[config.mk]
export PLATFORM = sky130hd
export DESIGN_NAME = bor_release_seq
export DESIGN_NICKNAME = d
export VERILOG_FILES = /design/src/rtl/bor_seq_pkg.sv /design/src/rtl/bor_src_decode.sv /design/src/rtl/bor_sat_counter.sv /design/src/rtl/bor_seq_fsm.sv /design/src/rtl/bor_release_seq.sv
export SDC_FILE = /design/constraint.sdc
export NUM_CORES = 1
export LEC_CHECK = 0
export BUFFER_PORTS_ARGS = -buffer_cell sky130_fd_sc_hd__clkbuf_2
export CAP_MARGIN = 15
export CORE_MARGIN = 2
export CORE_UTILIZATION = 40
export CTS_BUF_LIST = sky130_fd_sc_hd__clkbuf_8
export DETAILED_ROUTE_END_ITERATION = 8
export PLACE_DENSITY = 0.69
export SYNTH_ARGS = -nofsm -noshare
export SYNTH_HDL_FRONTEND = slang
export SYNTH_HIERARCHICAL = 1
export SYNTH_SLANG_ARGS = --single-unit
[constraint.sdc]
create_clock -name clk -period 2.5 [get_ports clk]
set_input_delay 0.125 -clock clk [delete_from_list [all_inputs] [get_ports clk]]
set_output_delay 0.125 -clock clk [all_outputs]
set_load 0.01 [all_outputs]
[src/rtl/bor_seq_pkg.sv]
package bor_seq_pkg;

  typedef enum logic [1:0] {
    ST_RESET   = 2'd0,
    ST_REGWAIT = 2'd1,
    ST_CLKWAIT = 2'd2,
    ST_RUN     = 2'd3
  } seq_state_t;

  typedef struct packed {
    logic xtal;
    logic pll;
  } clk_src_t;

  // Clock-source decode: crystal (needs start-up count) and PLL usage.
  function automatic clk_src_t decode_src(input logic [2:0] sel,
                                          input logic [1:0] mode);
    clk_src_t s;
    logic     pri_xtal;
    pri_xtal = (mode == 2'b01) || (mode == 2'b10);
    s.pll    = (sel == 3'b001) || (sel == 3'b011);
    s.xtal   = (sel == 3'b100) || (((sel == 3'b010) || (sel == 3'b011)) && pri_xtal);
    return s;
  endfunction

  // A phase of limit L occupies max(1, L) cycles: done when cnt+1 >= L.
  function automatic logic reached(input logic [31:0] cnt, input logic [31:0] limit);
    return (cnt + 32'd1) >= limit;
  endfunction

  // Timer limit selection including the fail-safe substitute.
  function automatic logic [31:0] timer_limit(input logic [31:0] period,
                                              input logic        xtal,
                                              input logic [31:0] failsafe);
    if (period != 32'd0) return period;
    if (xtal)            return failsafe;
    return 32'd0;
  endfunction

endpackage

[src/rtl/bor_src_decode.sv]
module bor_src_decode
  import bor_seq_pkg::*;
(
  input  logic [2:0] osc_sel,
  input  logic [1:0] pri_mode,
  output logic       is_xtal,
  output logic       uses_pll
);
  clk_src_t src;
  always_comb begin
    src      = decode_src(osc_sel, pri_mode);
    is_xtal  = src.xtal;
    uses_pll = src.pll;
  end
endmodule

[src/rtl/bor_sat_counter.sv]
module bor_sat_counter #(
  parameter int W = 8
) (
  input  logic         clk,
  input  logic         rst_n,
  input  logic         clr,
  input  logic         inc,
  output logic [W-1:0] cnt
);
  localparam logic [W-1:0] CMAX = '1;
  always_ff @(posedge clk or negedge rst_n) begin
    if (!rst_n)                     cnt <= '0;
    else if (clr)                   cnt <= '0;
    else if (inc && (cnt != CMAX))  cnt <= cnt + 1'b1;
  end
endmodule

[src/rtl/bor_seq_fsm.sv]
module bor_seq_fsm
  import bor_seq_pkg::*;
(
  input  logic       clk,
  input  logic       rst_n,
  input  logic       evt_bor,
  input  logic       evt_por,
  input  logic       reg_done,
  input  logic       tmr_done,
  input  logic       clk_ready,
  output seq_state_t state,
  output logic       state_chg,
  output logic       sys_rst_q,
  output logic       clk_hold_q,
  output logic       exec_en_q
);
  seq_state_t nxt;
  logic       need_reg;
  logic       restart;

  assign restart = evt_bor || evt_por;

  always_comb begin
    nxt = state;
    if (restart) begin
      nxt = ST_RESET;
    end else begin
      case (state)
        ST_RESET:   nxt = need_reg ? ST_REGWAIT : ST_CLKWAIT;
        ST_REGWAIT: if (reg_done) nxt = ST_CLKWAIT;
        ST_CLKWAIT: if (tmr_done && clk_ready) nxt = ST_RUN;
        default:    nxt = ST_RUN;
      endcase
    end
  end

  assign state_chg = (nxt != state);

  always_ff @(posedge clk or negedge rst_n) begin
    if (!rst_n) begin
      state      <= ST_RESET;
      need_reg   <= 1'b1;
      sys_rst_q  <= 1'b1;
      clk_hold_q <= 1'b1;
      exec_en_q  <= 1'b0;
    end else begin
      state <= nxt;
      if (evt_por)
        need_reg <= 1'b1;
      else if ((state == ST_REGWAIT) && (nxt == ST_CLKWAIT))
        need_reg <= 1'b0;
      sys_rst_q  <= (nxt != ST_RUN);
      exec_en_q  <= (nxt == ST_RUN);
      clk_hold_q <= !((nxt == ST_RUN) ||
                      ((state == ST_CLKWAIT) && clk_ready && !restart));
    end
  end
endmodule

[src/rtl/bor_release_seq.sv]
module bor_release_seq
  import bor_seq_pkg::*;
#(
  parameter int PWRT_W     = 8,
  parameter int OST_EDGES  = 1024,
  parameter int FSCM_TICKS = 100,
  parameter int REG_TICKS  = 20
) (
  input  logic              clk,
  input  logic              rst_n,
  input  logic              brownout_i,
  input  logic              por_i,
  input  logic [2:0]        osc_sel_i,
  input  logic [1:0]        pri_mode_i,
  input  logic              osc_tick_i,
  input  logic              pll_locked_i,
  input  logic [PWRT_W-1:0] pwrt_period_i,
  input  logic              status_clr_i,
  output logic              sys_rst_o,
  output logic              clk_hold_o,
  output logic              exec_en_o,
  output logic              bor_flag_o
);
  localparam int PWRT_MAX = (1 << PWRT_W) - 1;
  localparam int DLY_MAX0 = (PWRT_MAX > FSCM_TICKS) ? PWRT_MAX : FSCM_TICKS;
  localparam int DLY_MAX  = (DLY_MAX0 > REG_TICKS) ? DLY_MAX0 : REG_TICKS;
  localparam int DLY_W    = $clog2(DLY_MAX + 2);
  localparam int OST_W    = $clog2(OST_EDGES + 2);

  seq_state_t       state;
  logic             state_chg;
  logic             xtal_src;
  logic             pll_used;
  logic [DLY_W-1:0] dly_cnt;
  logic [OST_W-1:0] ost_cnt;
  logic [31:0]      tmr_lim;
  logic             in_clkwait;
  logic             ost_done;
  logic             clk_ready;
  logic             tmr_done;
  logic             reg_done;
  logic             dly_inc;
  logic             ost_inc;

  bor_src_decode u_dec (
    .osc_sel  (osc_sel_i),
    .pri_mode (pri_mode_i),
    .is_xtal  (xtal_src),
    .uses_pll (pll_used)
  );

  assign in_clkwait = (state == ST_CLKWAIT);
  assign dly_inc    = (state == ST_REGWAIT) || in_clkwait;
  assign ost_done   = (32'(ost_cnt) >= 32'(OST_EDGES));
  assign ost_inc    = in_clkwait && xtal_src && osc_tick_i && !ost_done;
  assign clk_ready  = (!xtal_src || ost_done) && (!pll_used || pll_locked_i);
  assign tmr_lim    = timer_limit(32'(pwrt_period_i), xtal_src, 32'(FSCM_TICKS));
  assign tmr_done   = reached(32'(dly_cnt), tmr_lim);
  assign reg_done   = reached(32'(dly_cnt), 32'(REG_TICKS));

  bor_sat_counter #(.W(DLY_W)) u_dly (
    .clk   (clk),
    .rst_n (rst_n),
    .clr   (state_chg),
    .inc   (dly_inc),
    .cnt   (dly_cnt)
  );

  bor_sat_counter #(.W(OST_W)) u_ost (
    .clk   (clk),
    .rst_n (rst_n),
    .clr   (!in_clkwait),
    .inc   (ost_inc),
    .cnt   (ost_cnt)
  );

  bor_seq_fsm u_fsm (
    .clk        (clk),
    .rst_n      (rst_n),
    .evt_bor    (brownout_i),
    .evt_por    (por_i),
    .reg_done   (reg_done),
    .tmr_done   (tmr_done),
    .clk_ready  (clk_ready),
    .state      (state),
    .state_chg  (state_chg),
    .sys_rst_q  (sys_rst_o),
    .clk_hold_q (clk_hold_o),
    .exec_en_q  (exec_en_o)
  );

  always_ff @(posedge clk or negedge rst_n) begin
    if (!rst_n)            bor_flag_o <= 1'b0;
    else if (brownout_i)   bor_flag_o <= 1'b1;
    else if (status_clr_i) bor_flag_o <= 1'b0;
  end
endmodule

# == Word-level counts from Yosys, hierarchy flattened ==
# Index checks and enable logic that the tools add are counted.
# totals
wordCells,79
rom_bits,0
regBits,27
n_memories,0
latch_bits,0
ram_bits,0
in_bits,20
output_inout_bits,4
# op_classes
eq_ne,15
n_div,0
addsub,3
magnitude_cmp,3
shifts,0
n_mul,0
bitwise_logic,0
muxes,20
n_reduce_logical,30
# op_table
op,n
32-bit 2-to-1 mux,4
32-bit >= comparator,1
11-bit 2-to-1 mux,2
9-bit 2-to-1 mux,2
"11-bit by 1-bit adder with 11-bit output, second input constant",1
"11-bit >= comparator, second input constant",1
1-bit logical AND,11
"11-bit != test, second input constant",1
"9-bit by 1-bit adder with 10-bit output, second input constant",1
"10-bit by 5-bit >= comparator with 1-bit output, second input constant",1
"9-bit by 1-bit adder with 9-bit output, second input constant",1
1-bit logical OR,9
"9-bit != test, second input constant",1
"2-bit equality test, second input constant",4
2-bit 2-to-1 mux,4
8-bit nonzero test,1
1-bit 2-to-1 mux,7
"3-bit by 2-bit equality test with 1-bit output, second input constant",2
2-bit case mux with 3 select lines,1
2-bit nonzero test,3
1-bit zero test,5
"2-bit by 1-bit equality test with 1-bit output, second input constant",2
"3-bit by 1-bit equality test with 1-bit output, second input constant",1
"3-bit equality test, second input constant",1
other kinds (4),4

# == Depth between registers and ports, before layout ==
# Gate-level depths: netlist of run 1.
# depth
word_depth,17
ltp_mapped,15
ltp_nobuf,14

# == Modules after synthesis ==
# Netlist of run 1, hierarchy kept.
# modules_own_cells
mod,cells_each,n_inst,seq_area_each_um2,area_per_inst_um2
bor_sat_counter (u_ost),58,1,275.3,618.1
bor_release_seq,72,1,25.0,506.7
bor_sat_counter (u_dly),46,1,225.2,462.9
bor_seq_fsm,27,1,153.9,292.8
bor_src_decode,5,1,0.0,33.8

# == Worst setup path before layout of run 1 ==
# Ideal clock, no wire load.
# synth_path
kind,register to register
from,register u_dly.cnt[0]
to,register u_dly.cnt[0]
path_slack_ns,-0.008
period_less_slack_ns,2.508
t_required_ns,2.370
setup_time_ns,0.130
path_buffers,1
stages_incl_launch_ff,15
arrival_ns,2.378
path_cell_list,dfrtp_1 ha_1 and4_1 nand2_1 xnor2_1 ha_1 nand4_1 nor2_1 o31ai_1 nand3_1 nand2_1 o2bb2ai_1 a21oi_1 clkbuf_1 nor2_1
# synth_between
elab_chain_cells,8
elab_cells_between_ends,15
cone_classes,add/sub (2); order compare (2); eq/ne (2); mux (6); reduce/logical (3)
# synth_lines
item,line,source
from (decl),bor_sat_counter.sv:8,output logic [W-1:0] cnt
from (signal assigned),bor_sat_counter.sv:14,else if (inc && (cnt != CMAX)) cnt <= cnt + 1'b1;
9-bit by 1-bit adder with 10-bit output (*),bor_seq_pkg.sv:28,return (cnt + 32'd1) >= limit;
32-bit >= comparator (*),bor_seq_pkg.sv:28,
net tmr_done,bor_release_seq.sv:40,logic tmr_done;
1-bit logical AND (*),bor_seq_fsm.sv:31,ST_CLKWAIT: if (tmr_done && clk_ready) nxt = ST_RUN;
2-bit 2-to-1 mux (*),bor_seq_fsm.sv:31,
2-bit case mux with 3 select lines (*),bor_seq_fsm.sv:28,case (state)
2-bit 2-to-1 mux (*),bor_seq_fsm.sv:25,if (restart) begin
2-bit != test (*),bor_seq_fsm.sv:37,assign state_chg = (nxt != state);
net state_chg,bor_release_seq.sv:31,logic state_chg;
9-bit 2-to-1 mux / 2-bit nonzero test (equally long branches),-,
# Mark *: on every way through the listed nets, which the timed path passes. The rest lies on a longest branch. The select of a mux whose other input is x is not followed.
# A chain may end at the register's enable or synchronous reset.

# == Final worst setup path of run 1 ==
# layout_path
from,register u_dly.cnt[0]
to,register u_fsm.state[0]
# layout_between
elab_chain_cells,6
elab_cells_between_ends,8
cone_classes,add/sub (1); order compare (2); mux (4); reduce/logical (1)
# layout_lines
item,line,source
9-bit by 1-bit adder with 10-bit output,bor_seq_pkg.sv:28,
32-bit >= comparator,bor_seq_pkg.sv:28,
net tmr_done,bor_release_seq.sv:40,
1-bit logical AND,bor_seq_fsm.sv:31,
2-bit 2-to-1 mux,bor_seq_fsm.sv:31,
2-bit case mux with 3 select lines,bor_seq_fsm.sv:28,
2-bit 2-to-1 mux,bor_seq_fsm.sv:25,
net u_fsm.nxt[0],bor_seq_fsm.sv:17,seq_state_t nxt;
to (signal assigned),bor_seq_fsm.sv:47,state <= nxt;
to (decl),bor_seq_fsm.sv:11,"output seq_state_t state,"
# The timed path passes the listed nets, and every way through them passes these cells.

==> results of run 1 <==
-- cell usage after synthesis, drive strengths merged --
master / number
o31ai: 5
o311ai: 1
nand4b: 2
mux2i: 4
nor2: 25
and4b: 1
inv: 14
nor4: 2
a21oi: 17
nand2: 11
and2b: 1
o21a: 2
nand4: 5
o211ai: 4
nand3b: 3
nor2b: 4
dfstp: 3
o41ai: 1
nor3: 4
and4: 3
xor2: 10
a41oi: 1
nand2b: 2
or3: 4
or4: 3
ha: 14
o211a: 1
and3: 5
xnor2: 3
dfrtp: 24
a311oi: 1
buf: 2
a22o: 1
clkbuf: 4
o21ai: 7
a21o: 4
o2bb2ai: 1
nand3: 7
a31oi: 1
a211oi: 1
-- cell type report --
class                      instances  area (µm²)  area share, %
clock buffer                       3        41.3           1.70
clock inverter                     1        5.00          0.206
inverter                          14        52.6           2.16
multi-input combinational        162        1260           51.7
sequential                        27         681           28.0
tap                               54        67.6           2.78
timing repair buffer              50         328           13.5
-- cell families (layout without fill, tap and decap cells) --
| group | Yosys count | after routing |
|---|---|---|
| xor+xnor | 13 | 13 |
| buf+inv | 20 | 68 |
| flops | 27 | 27 |
| compound gates | 48 | 49 |
| mux | 4 | 4 |
| simple gates | 82 | 82 |
| fa+ha+maj | 14 | 14 |
-- metrics by stage --
stage	hold WS [ps]	power, mW	util [%]	setup WS, ps	cell area [µm²]
after global placement	195	0.604	48.4	-331	2250
final	53.0	0.874	52.2	109	2430
after detailed placement	205	0.606	48.4	-413	2250
after global routing	41.2	0.923	52.2	-35.9	2430
after CTS	51.3	0.863	49.7	5.81	2310
after floorplan	-171	0.539	-	65.0	1920
-- per-layer routing --
metal / part of all wire, % / up-vias
met2: 53 / 13
met4: 0.19 / 0
met5: 0 / -
met3: 2.2 / 2
met1: 45 / 813
li1: - / 858
-- timing repair --
item / CTS / global route
endpoints found under the setup margin: 9 / 11
pin swaps: 0 / 15
gates resized for setup: 1 / 23
hold endpoints to repair: 24 / 0
hold buffers: 1 / 0
gates cloned: 0 / 1
-- where the power goes --
group          total [mW]  internal (mW)  switching (mW)
Sequential          0.459          0.446          0.0132
Clock               0.252          0.112           0.140
Combinational       0.163         0.0761          0.0869
-- path summary, 6_finish.rpt --
check | startpoint | endpoint | cells after the start | slack, ps
max in group asynchronous | rst_n | u_dly/cnt[3]$_DFFE_PN0P_ | 2 | 1570
worst max register to register | u_dly/cnt[0]$_DFFE_PN0P_ | u_fsm/state[0]$_DFF_PN0_ | 13 | 110
worst min-delay path | por_i | u_fsm/need_reg$_DFFE_PN1P_ | 2 | 50
min in group asynchronous | rst_n | u_ost/cnt[8]$_DFFE_PN0P_ | 2 | 420
worst max-delay path | u_dly/cnt[0]$_DFFE_PN0P_ | u_fsm/state[0]$_DFF_PN0_ | 13 | 110
worst min register to register | bor_flag_o$_DFFE_PN0P_ | bor_flag_o$_DFFE_PN0P_ | 1 | 490
==> impl.org, run 1 <==
** Die
- Area of the core :: 4660 µm²
- Starting Density :: 41.1%
- Die area :: 5360 µm²
- In this run the horizontal extent of the chip is 73.2 µm.
- Die height :: 73.2 µm
- Standard-cell rows :: 25
- Number of I/O pins :: 24

** Worst setup path
- Number of buffer and inverter instances along the worst setup path :: 2
- The critical path goes through ha_2 > buf_6 > nand3_4 > xnor2_2 > ha_2 > a21o_1 > a21o_1 > a21oi_2 > nand3_1 > nand2_2 > buf_4 > a21oi_1 > o211a_1.
- Maximum fanout count along the critical path :: 4
- WS Path Type :: reg2reg
- For the worst setup path, the data required time is 2670 ps.
- Crit path capture type :: register
- At the worst endpoint, the arrival time is 2560 ps.
- CP max stage cell :: dfrtp_1
- Longest individual stage delay on the worst path :: 440 ps
- Worst setup SP type :: register
- Family of cells with the greatest summed delay on the critical path :: compound AO/OA/AOI/OAI gates

** STA
- The worst path uses 95.6% of the clock period.
- Final sum of negative setup slack :: 0 ps
- Number of failing setup endpoints in the final timing report :: 0
- At the pin with the least slew margin, the transition time is 717 ps.
- RSZ-0062 raised after global routing :: yes
- The smallest clock period supported by the final layout is computed as 2390 ps.
- Measured against its own limit, the worst slew margin works out to 51.8%.
- For this run, the top clock speed supported by timing is 418 MHz.
- Number of pins exceeding their max-slew limit in the final report :: 0
- The final hold violation count was 0.
- Post-Route Skew :: 5.03 ps

** Synthesis
- After synthesis, the largest family of logic cells by area is simple AND/OR/NAND/NOR gates.
- XOR/XNOR Fraction of Synth Area :: 5.95%
- In this run, synthesis produced a sequential element count of 27.
- The synthesized netlist devotes 9.15% of its cell area to adder and majority cells.
- Sequential elements use 35.5% of the synthesized area.
- Cell Area, Synth :: 1910 µm²
- Simple-gate portion of the synthesized area :: 25.0%
- Mean instance size in the synthesized netlist :: 9.20 µm²
- Multiplexer cells account for 2.09% of the synthesized area.
- Library cell occupying the most area in the post-synthesis netlist :: dfrtp_1
- Count of warnings emitted by yosys :: 6
- The synthesized netlist devotes 17.6% of its cell area to compound gates.
- In the synthesized netlist, the number of instances is 208.
- Synthesis produced a netlist with a net count of 242.
- Summed over its instances, the top area cell type makes up 31.4% of the synthesized netlist area.
- Count of unique library cells instantiated by Yosys :: 49
- After synthesis, the cell types taking the most area are dfrtp_1 (31%), ha_1 (9.2%), nor2_1 (4.7%).

** Finish
- Number of nets in the layout :: 292
- In the final layout, the registers with the most flip-flops are u_ost/cnt: 11 flops, u_dly/cnt: 9 flops, u_fsm/state: 2 flops.
- Non-filler instance count after layout :: 311
- Share of cells above drive strength 1 :: 33.1%
- Leaving out fill and tap cells, the most frequent cells in the layout are buf_4 (24), dfrtp_1 (23), clkbuf_2 (23), nor2_1 (22), inv_1 (14).
- Flip-flop count of the largest register after layout :: 11
- Ranked by flip-flop count, first place goes to u_ost/cnt.
- Fill cells in the final layout number 439.
- Area delta synth->final :: 27.1%
- The number of antenna diodes in the final layout is 0.
- Leaving out fill and tap cells, the most frequent cell in the layout is buf_4.

** CTS
- Skew-Pair Late Insertion Delay :: 280 ps
- Clock-pin slew was measured on the worst setup and hold paths at 90 ps.
- TritonCTS built the clock tree.
- Number of buffers created by CTS :: 3
- Buffer levels on the longest clock path :: 2
- The tree is rooted in a clkbuf_8.
- Buffers added to address setup during post-CTS repair amount to 0.
- Clock tree synthesis found a total of 27 sinks.
- H-Tree Depth :: 1

** Placed design
- Port buffering added 23 buffers.
- Counting tap cells, the placed design contains a total of 305 instances.
- After legalization and detailed placement, the total HPWL measured 2.99 mm.
- At the end of routability-driven placement, the weighted congestion stood at 0.824.

** Route
- Summing over every cut layer, the via total after detailed routing is 1686.
- Average wire length per cell after detail routing :: 13.4 µm
- The count of nets left with antenna violations once routing finished came out at 0.
- Total iterations of the first detailed-routing run :: 4
- The first routing iteration left 66 violations.
- Dividing the detail-routed via count by the number of cells gives 5.42.
- Routed WL :: 4.16 mm
- For this run, design rule violations remaining after detail routing come to 0.

** Global route
- Global routing used 15.1% of the available tracks across all layers.
- The initial antenna violation count was 0.
- Via count of the first global-routing pass :: 1523
- Met3 Track Usage GR :: 3.31%
- Met1 GRT Util :: 18.7%
- After global routing the overflow that remains totals 0.
- Entering global routing, the biggest net connects 28 pins.
- After global routing, the most crowded layer is met2.
- For this run, global-route usage on met2 was measured as 27.3%.
- The first global-routing pass estimated 6.49 mm of wire.

** Min path
- Class of the tightest hold or removal check :: in2reg

** Power and ir drop
- VDD sags by at most 0.000273 V.
- Leakage power summed over all cells :: 1.16 nW
- Power per standard cell area :: 359 nW/µm²

** Job
- The tool flagged a number of max-cap violations equal to 0.

** Run status
- The run finished with clean final reports.
Power figures use the tool's default switching activity.
==> run 2, diff against run 1 <==
ABC_AREA = 1   (was unset)
CTS_CLUSTER_DIAMETER = 150   (was unset)
GPL_TIMING_DRIVEN = 0   (was unset)
PLACE_DENSITY = 0.68   (was 0.69)
==> run 2 against run 1 <==
Net effect: the flow now finishes with violations (setup timing); clock power grew 2%; cell count grew 37%; synthesized cell count rose by 52%; register-to-register slack worse by 150 ps; worst setup slack got worse by 150 ps; sequential share of layout area fell by 2.7 points; clock skew grew 3.6 ps; first-iteration DRC count is 61% lower; via count grew 20%; critical endpoint is now u_dly/cnt[3]$_DFFE_PN0P_.
==> impl.org, run 2 <==
** Run status
- Run status :: complete, but fails checks
- Failing checks :: setup timing

** STA
- The time the worst path needs with I/O delays and setup came to 2540 ps (+146 ps).
- Maximum frequency from static timing analysis :: 394 MHz (-5.8%)
- Worst-Margin Slew :: 678 ps (-38.9 ps)
- The final cycle utilization of the critical path came to 101% (+5.8 points).
- Final sum of negative setup slack :: -139 ps (-139 ps)
- Endpoints failing hold :: 0 (unchanged)
- The final-report max-slew violation count came to 0 (unchanged).
- The setup-violating endpoint count in the final report was 8 (+8).
- The relative slew slack was 54.8% (+3.0 points).
- Setup slack after layout :: -37.1 ps (-146 ps)
- Post-Route Skew :: 8.61 ps (+3.58 ps)
- Setup repair after global routing could not meet its margin everywhere.

** CTS
- TritonCTS built the clock tree.
- The deepest clock path buffer count came to 2 (unchanged).
- Number of buffers created by CTS :: 3 (unchanged)
- Cell at the root of the clock tree :: clkbuf_8
- The deepest level of the CTS H-tree is 1 (unchanged).
- # clock sinks :: 27 (unchanged)
- Clock edge transition at the registers on the reported setup and hold paths :: 100 ps (about the same)
- The clock latency at the later pin of the worst-skew pair is 280 ps (about the same).

** Finish
- Most common library cell in the layout ignoring fill and taps :: nand2_1
- Most frequent cells in the layout :: nand2_1 (74), inv_1 (44), nor2_1 (32), nand3_1 (28), clkbuf_2 (23)
- The net count reported at finish was 391 (+34%).
- Layout fillers :: 506 (+15%)
- Area delta synth->final :: 23.6%
- Area of the multi-input gates :: 1450 µm² (+15%)
- Antenna diode instance count :: 0 (unchanged)
- Register name with the most flops :: u_ost/cnt
- Share of cells above drive strength 1 :: 31.7% (-1.3 points)
- The largest registers in the layout are u_ost/cnt: 11 flops, u_dly/cnt: 9 flops, u_fsm/state: 2 flops.
- Flip-flop count of the largest register after layout :: 11 (unchanged)
- Storage cell area :: 686 µm² (+0.74%)

** Global route
- The maximum number of pins on one net before global-route repair came to 28 (unchanged).
- Wire length of the first global-routing pass :: 8.22 mm (+27%)
- The number of global-route vias before repair was 1934 (+27%).
- Number of antenna violations at the first check in global routing :: 0 (unchanged)
- Aggregate global-route resource usage :: 16.4% (+1.3 points)
- The leftover overflow at the end of global routing was 0 (unchanged).

** Job
- The max-cap check violation count is 0 (unchanged).

** Worst setup path
- Worst r2r dst :: u_dly/cnt[3]$_DFFE_PN0P_
- By startpoint and endpoint, the worst setup path is classified as reg2reg.
- The worst setup path is captured at a register.
- Data required time at the worst endpoint :: 2700 ps (+30 ps)
- The slack of the worst reg-to-reg path is -40 ps (-150 ps).
- Arrival time reported for the critical path endpoint :: 2740 ps (+180 ps)
- The worst setup path is launched from a register.
- The highest fanout seen on the critical path is 6 (+2).
- In this run the critical register-to-register path is launched from u_dly/cnt[0]$_DFFE_PN0P_.
- The depth of the worst register-to-register path was 18 (+5).

** Die
- The full die area came to 6090 µm² (+14%).
- The boundary pin count came to 24 (unchanged).
- Area of the core :: 5200 µm² (+12%)
- Standard-cell rows :: 26 (+4.0%)
- The die boundary height is 78.1 µm (+6.7%).
- The initial standard-cell utilization of the core was 42.1% (+1.1 points).
- Die boundary width :: 78.1 µm (+6.7%)

** Synthesis
- The unique cell type count in the Yosys netlist was 31 (-37%).
- Count of warnings emitted by yosys :: 6 (unchanged)
- Most used flip-flop cell after synthesis :: dfrtp_1
- Share of the synthesized area in the top cell type :: 27.4% (-4.0 points)
- Mean instance size in the synthesized netlist :: 6.94 µm² (-25%)
- Cell Area, Synth :: 2190 µm² (+15%)
- The async set-or-reset flop fraction in the synthesized netlist was 100% (unchanged).
- The post-synthesis instance total was 316 (+52%).
- After synthesis, the largest family of logic cells by area is simple AND/OR/NAND/NOR gates.
- Synthesized flop and latch total :: 27 (unchanged)
- In the post-synthesis netlist, the biggest area contributors are dfrtp_1 (27%), nand2_1 (15%), inv_1 (8.0%).
- Adder and majority cell fraction of the synthesized area :: 7.99% (-1.2 points)
- Fraction of the yosys area taken by sequential cells :: 31.0% (-4.5 points)
- Net count of the mapped netlist :: 350 (+45%)
- The proportion of synthesized area in mux cells was 0% (-2.1 points).
- Simple-gate portion of the synthesized area :: 43.2% (+18 points)
- Library cell occupying the most area in the post-synthesis netlist :: dfrtp_1
- Post-synth EDFFs :: 0 (unchanged)
- The most common cell in the synthesized netlist is nand2_1.
- Compound-gate portion of the synthesized area :: 6.73% (-11 points)
- XOR/XNOR Fraction of Synth Area :: 1.60% (-4.4 points)
- Synth top cells by count :: nand2_1 (85), inv_1 (47), nor2_1 (35)

** Power and ir drop
- The power per unit of standard cell area is 333 nW/µm² (-7.2%).
- Power, Total :: 0.903 mW (+3.3%)
- Leakage power summed over all cells :: 1.36 nW (+17%)
- Peak supply drop :: 0.000261 V (-4.3%)

** Min path
- The path class of the tightest hold or removal check is in2reg.
- Worst hold start :: status_clr_i
- The cell depth of the worst hold path came to 2 (unchanged).
- Hold Path Sink :: bor_flag_o$_DFFE_PN0P_

** Route
- The number of iterations in the first detailed-routing pass came to 4 (unchanged).
- The average vias per placed instance came to 4.76 (-12%).
- The number of vias in the routed layout came to 2026 (+20%).
- Routed WL :: 4.68 mm (+13%)
- Average wire length per cell after detail routing :: 11.0 µm (-18%)
- The number of DRC markers in iteration 0 is 26 (-61%).
- The DRC violation count after routing was 0 (unchanged).
- The remaining antenna violation count after routing came to 0 (unchanged).

** Placed design
- The half-perimeter wire length after placement was 3.40 mm (+14%).
- Final estimated routing congestion in global placement :: 0.850 (+3.2%)
- The number of port buffers was 23 (unchanged).
## run 2: power breakdown
part	switching, mW	internal (mW)
registers	0.0152	0.446
logic	0.105	0.0794
clock network	0.143	0.113
## run 2: area by class of cell
type | instances | area share (%)
repair buffers | 36 | 8.22
inverters | 53 | 7.53
plain buffers | 2 | 0.323
multi-input cells | 234 | 53.6
clock inverters | 1 | 0.277
well taps | 70 | 3.23
clock buffers | 3 | 1.52
flip-flops and latches | 27 | 25.3
## run 2: worst max-delay path by stage
stage                             startpoint                        to  depth (start not counted)
finish              u_dly/cnt[0]$_DFFE_PN0P_  u_dly/cnt[3]$_DFFE_PN0P_                         18
global route        u_dly/cnt[2]$_DFFE_PN0P_  u_dly/cnt[3]$_DFFE_PN0P_                         19
CTS                 u_dly/cnt[0]$_DFFE_PN0P_  u_dly/cnt[3]$_DFFE_PN0P_                         20
detailed placement  u_dly/cnt[1]$_DFFE_PN0P_  u_dly/cnt[3]$_DFFE_PN0P_                         21
global placement    u_dly/cnt[1]$_DFFE_PN0P_  u_dly/cnt[3]$_DFFE_PN0P_                         21
floorplan           u_dly/cnt[1]$_DFFE_PN0P_  u_dly/cnt[3]$_DFFE_PN0P_                         22
## run 2: layer usage
| metal | vias to the layer above | wire, µm | track usage (%) |
|---|---|---|---|
| met5 | - | 0 | 0 |
| met3 | 6 | 157 | 3.33 |
| met4 | 0 | 74 | 4.04 |
| met2 | 25 | 2240 | 29.6 |
| li1 | 1084 | - | - |
| met1 | 911 | 2210 | 19.9 |
## run 2: logic make-up (layout without fill, tap and decap cells)
logic type                 count (synthesis)  after routing
DFF                                       27             27
adders and majority gates                 14             14
xor gates and xnor gates                   4              4
AOI/OAI and AO/OA                         26             26
buffers and inverters                     55             95
and+or+nand+nor                          190            190
## run 2: what timing repair did
item	4_1_cts	5_1_grt
hold endpoints to repair	24	0
buffers inserted	13	1
setup endpoints to repair	10	14
gates resized for setup	22	20
pin swaps	19	17
hold buffers	1	0
## run 2: worst max-delay path: stages, from the launching register on
cell,delay [ps]
dfrtp_2,470
buf_4,180
ha_1,310
ha_1,320
nand2_1,80
nand2_1,50
nand2_1,60
nand2_1,60
a21oi_2,140
nand3_2,80
nand2_1,70
nand2_1,60
nand2_2,70
nand2_2,80
nand3_2,80
nand3_4,100
inv_6,90
o21ai_2,50
a21oi_1,110
## run 2: through the flow
stage	cell area, µm²	setup WS (ps)	utilization, %	hold WS (ps)	instances
floorplan	2200	4.27	-	-171	316
global placement	2400	-461	46.1	205	409
detailed placement	2400	-463	46.1	203	409
CTS	2640	-6.57	50.8	13.7	427
global route	2710	-207	52.1	32.0	426
finish	2710	-37.1	52.1	20.3	426
==> run 3, diff against run 2 <==
CELL_PAD_IN_SITES_DETAIL_PLACEMENT = 1   (was unset)
CELL_PAD_IN_SITES_GLOBAL_PLACEMENT = 1   (was unset)
PLACE_DENSITY = 0.87   (was 0.68)
TNS_END_PERCENT = 5   (was unset)
==> run 3 against run 2 <==
Net effect: the flow still finishes with violations (setup timing); register-to-register slack worse by 190 ps; hold slack got worse by 18 ps; design area up 2.6%; critical path type unchanged; worst setup slack worse by 190 ps; routed wire length is 55% higher; global-route usage grew 7.5 points; largest power group unchanged; clock skew up 1.3 ps; clock power grew 7.8%; core utilization rose by 1.4 points; critical path depth rose by 2.
==> impl.org, run 3 (synthesized netlist as in run 2, its figures left out) <==
** Finish
- Number of nets in the layout :: 399 (+2.0%)
- The number of flip-flops in the largest register came to 11 (unchanged).
- Area of the multi-input gates :: 1460 µm² (+0.69%)
- The share of cells above drive strength 1 came to 34.3% (+2.6 points).
- The largest registers in the layout are u_ost/cnt: 11 flops, u_dly/cnt: 9 flops, u_fsm/state: 2 flops.
- The number of filler cells placed in the layout is 684 (+35%).
- Register name with the most flops :: u_ost/cnt
- Antenna diode instance count :: 0 (unchanged)
- The sequential cell area was 687 µm² (+0.18%).
- The library cells used most frequently in the layout, excluding fill and tap cells, are nand2_1 (76), inv_1 (41), nor2_1 (32), nand3_1 (29), clkbuf_2 (23).
- The library cell used most frequently in the layout, excluding fill and tap cells, is nand2_1.
- Area delta synth->final :: 26.8%
- Fin util :: 53.4% (+1.4 points)

** Placed design
- Setup WS pre-CTS :: -498 ps (-35.6 ps)
- Detailed Place HPWL :: 4.15 mm (+22%)
- Final estimated routing congestion in global placement :: 0.809 (-4.9%)
- The number of port buffers came to 23 (unchanged).

** STA
- Final sum of negative setup slack :: -1620 ps (-1480 ps)
- Post-Route Skew :: 9.94 ps (+1.32 ps)
- The worst path setup slack after routing was -226 ps (-189 ps).
- The actual slew at the worst max-slew pin came to 708 ps (+30.2 ps).
- The worst hold-check slack came to 2.00 ps (-18.3 ps).
- The final cycle utilization of the critical path was 109% (+7.5 points).
- Worst slew margin relative to its limit :: 52.8% (-2.0 points)
- The final hold violation count is 0 (unchanged).
- Number of pins exceeding their max-slew limit in the final report :: 0 (unchanged)
- The time the worst path needs with I/O delays and setup came to 2730 ps (+189 ps).
- The setup-violating endpoint count in the final report was 9 (+1).
- Maximum frequency from static timing analysis :: 367 MHz (-6.9%)
- RSZ-0062 raised after global routing :: yes

** Worst setup path
- Data required time at the worst endpoint :: 2710 ps (about the same)
- The buffering stage count on the worst path with inverters included was 2 (unchanged).
- The worst setup path is captured at a register.
- In this design, the critical path's most frequently occurring cell is nand2_2.
- The worst register-to-register path ends at u_dly/cnt[1]$_DFFE_PN0P_.
- The depth of the worst register-to-register path is 20 (+2).
- Family of cells with the greatest summed delay on the critical path :: simple AND/OR/NAND/NOR gates
- By startpoint and endpoint, the worst setup path is classified as reg2reg.
- In this run the critical register-to-register path is launched from u_dly/cnt[6]$_DFFE_PN0P_.
- The slack of the worst reg-to-reg path was -230 ps (-190 ps).
- Among all stages on the critical path, the largest delay is contributed by dfrtp_1.
- Longest individual stage delay on the worst path :: 490 ps (+20 ps)
- Maximum fanout count along the critical path :: 5 (-1)
- Walking the worst path, the cells encountered are nand2_1 > nor2_2 > nand3_2 > nand2_2 > inv_2 > ha_4 > nand2_4 > o21bai_1 > nand2_1 > a21oi_2 > nand3_1 > nand2_1 > nand2_1 > nand2_2 > nand2_2 > nand2_2 > nand2_2 > nand3_4 > buf_4 > a21oi_2.
- Arrival time reported for the critical path endpoint :: 2930 ps (+190 ps)
- STA classifies the critical path startpoint as a register.

** Power and ir drop
- Int Power :: 0.651 mW (+1.9%)
- The sequential group share of total power was 48.5% (-2.6 points).
- The net load switching power is 0.299 mW (+13%).
- Power per standard cell area :: 342 nW/µm² (+2.6%)
- The static power due to leakage was 1.39 nW (+2.2%).
- Share of total power consumed by net switching :: 31.5% (+2.2 points)
- The total power was 0.950 mW (+5.3%).
- Peak supply drop :: 0.000213 V (-19%)
- The clock group share of total power was 29.1% (+0.7 points).
- Share of power burned in combinational logic :: 22.4% (+1.9 points)

** Route
- Vias post-DR :: 2278 (+12%)
- The total detailed-routing wirelength came to 7.26 mm (+55%).
- Number of routed nets with antenna violations :: 0 (unchanged)
- Drt via density :: 5.25 (+10%)
- Drt drc :: 0 (unchanged)
- The number of DRC markers in iteration 0 is 99 (+280%).
- Total iterations of the first detailed-routing run :: 4 (unchanged)
- The final routed wire length divided by cell count was 16.7 µm (+52%).

** CTS
- TritonCTS built the clock tree.
- Clock edge transition at the registers on the reported setup and hold paths :: 110 ps (about the same)
- Cell at the root of the clock tree :: clkbuf_8
- H-Tree Depth :: 1 (unchanged)
- Skew-Pair Late Insertion Delay :: 290 ps (about the same)
- The total clock buffers created by CTS is 3 (unchanged).
- Buffer levels on the longest clock path :: 2 (unchanged)
- # clock sinks :: 27 (unchanged)

** Die
- The row count is 26 (unchanged).
- Die height :: 78.1 µm (unchanged)
- The boundary pin count came to 24 (unchanged).
- Die boundary width :: 78.1 µm (unchanged)
- Starting Density :: 42.1% (unchanged)
- The full die area is 6090 µm² (unchanged).
- The placeable core area came to 5200 µm² (unchanged).

** Global route
- The overall fraction of global-route tracks in use came to 23.8% (+7.5 points).
- GRT Residual Overflow :: 0 (unchanged)
- Via count of the first global-routing pass :: 2396 (+24%)
- Wire length of the first global-routing pass :: 11.7 mm (+42%)
- Number of antenna violations at the first check in global routing :: 0 (unchanged)
- The maximum number of pins on one net before global-route repair is 28 (unchanged).

** Run status
- Failing checks :: setup timing
- Run status :: complete, but fails checks

** Job
- The max-cap check violation count is 0 (unchanged).

** Min path
- Hold Path Sink :: bor_flag_o$_DFFE_PN0P_
- Number of cells traversed by the worst hold path :: 2 (unchanged)
- The worst hold path begins at status_clr_i.
- The path class of the tightest hold or removal check is in2reg.
## run 3: changes by cell type in the layout (fill, tap and decap cells not counted), sizes merged
| cell | previous run | this run |
|---|---|---|
| buf | 13 | 21 |
## run 3: worst reg2reg max path, delay by kind of cell, from the launching register on
family / cells / cell delay, ps
fa+ha+maj: 1 / 280
compound gates: 3 / 330
buf+inv: 2 / 210
flops: 1 / 490
simple gates: 14 / 1340
## run 3: layout make-up
| class | count | share of cell area [%] |
|---|---|---|
| Timing Repair Buffer | 44 | 10.2 |
| Clock buffer | 3 | 1.48 |
| Multi-Input combinational cell | 234 | 52.6 |
| Buffer | 2 | 0.315 |
| Clock inverter | 1 | 0.270 |
| Tap cell | 70 | 3.15 |
| Sequential cell | 27 | 24.7 |
| Inverter | 53 | 7.33 |
## run 3: layer usage
| metal | global-route usage, % | wire [µm] |
|---|---|---|
| met4 | 8.07 | 187 |
| met5 | 0 | 0 |
| met1 | 29.0 | 3190 |
| met2 | 43.3 | 3670 |
| met3 | 3.10 | 211 |
## run 3: worst max-delay path by stage
stage | startpoint | endpoint | cells after the start
floorplan | u_dly/cnt[1]$_DFFE_PN0P_ | u_dly/cnt[3]$_DFFE_PN0P_ | 22
global placement | u_dly/cnt[3]$_DFFE_PN0P_ | u_dly/cnt[3]$_DFFE_PN0P_ | 20
detailed placement | u_dly/cnt[3]$_DFFE_PN0P_ | u_dly/cnt[3]$_DFFE_PN0P_ | 21
CTS | u_dly/cnt[1]$_DFFE_PN0P_ | u_dly/cnt[3]$_DFFE_PN0P_ | 21
global route | u_dly/cnt[6]$_DFFE_PN0P_ | u_dly/cnt[6]$_DFFE_PN0P_ | 21
finish | u_dly/cnt[6]$_DFFE_PN0P_ | u_dly/cnt[1]$_DFFE_PN0P_ | 20
## run 3: what timing repair did
item                                    CTS  global route
buffers inserted                         17             3
resized for setup                        34            12
endpoints found under the setup margin   10            14
endpoints found under the hold margin    24             0
pin swaps                                22            14
hold buffers                              1             0
cloned                                    0             0
## run 3: power by group through the flow
stage	Clock (mW)	Combinational [mW]	Sequential, mW
final	0.277	0.213	0.461
after CTS	0.271	0.186	0.457
after global routing	0.303	0.232	0.462
after global placement	0	0.117	0.473
after detailed placement	0	0.126	0.473
after floorplan	0	0.0755	0.469
## run 3: stage by stage
step | cell area, µm² | instances
floorplan | 2200 | 316
global placement | 2400 | 409
detailed placement | 2400 | 409
CTS | 2720 | 431
global route | 2780 | 434
finish | 2780 | 434
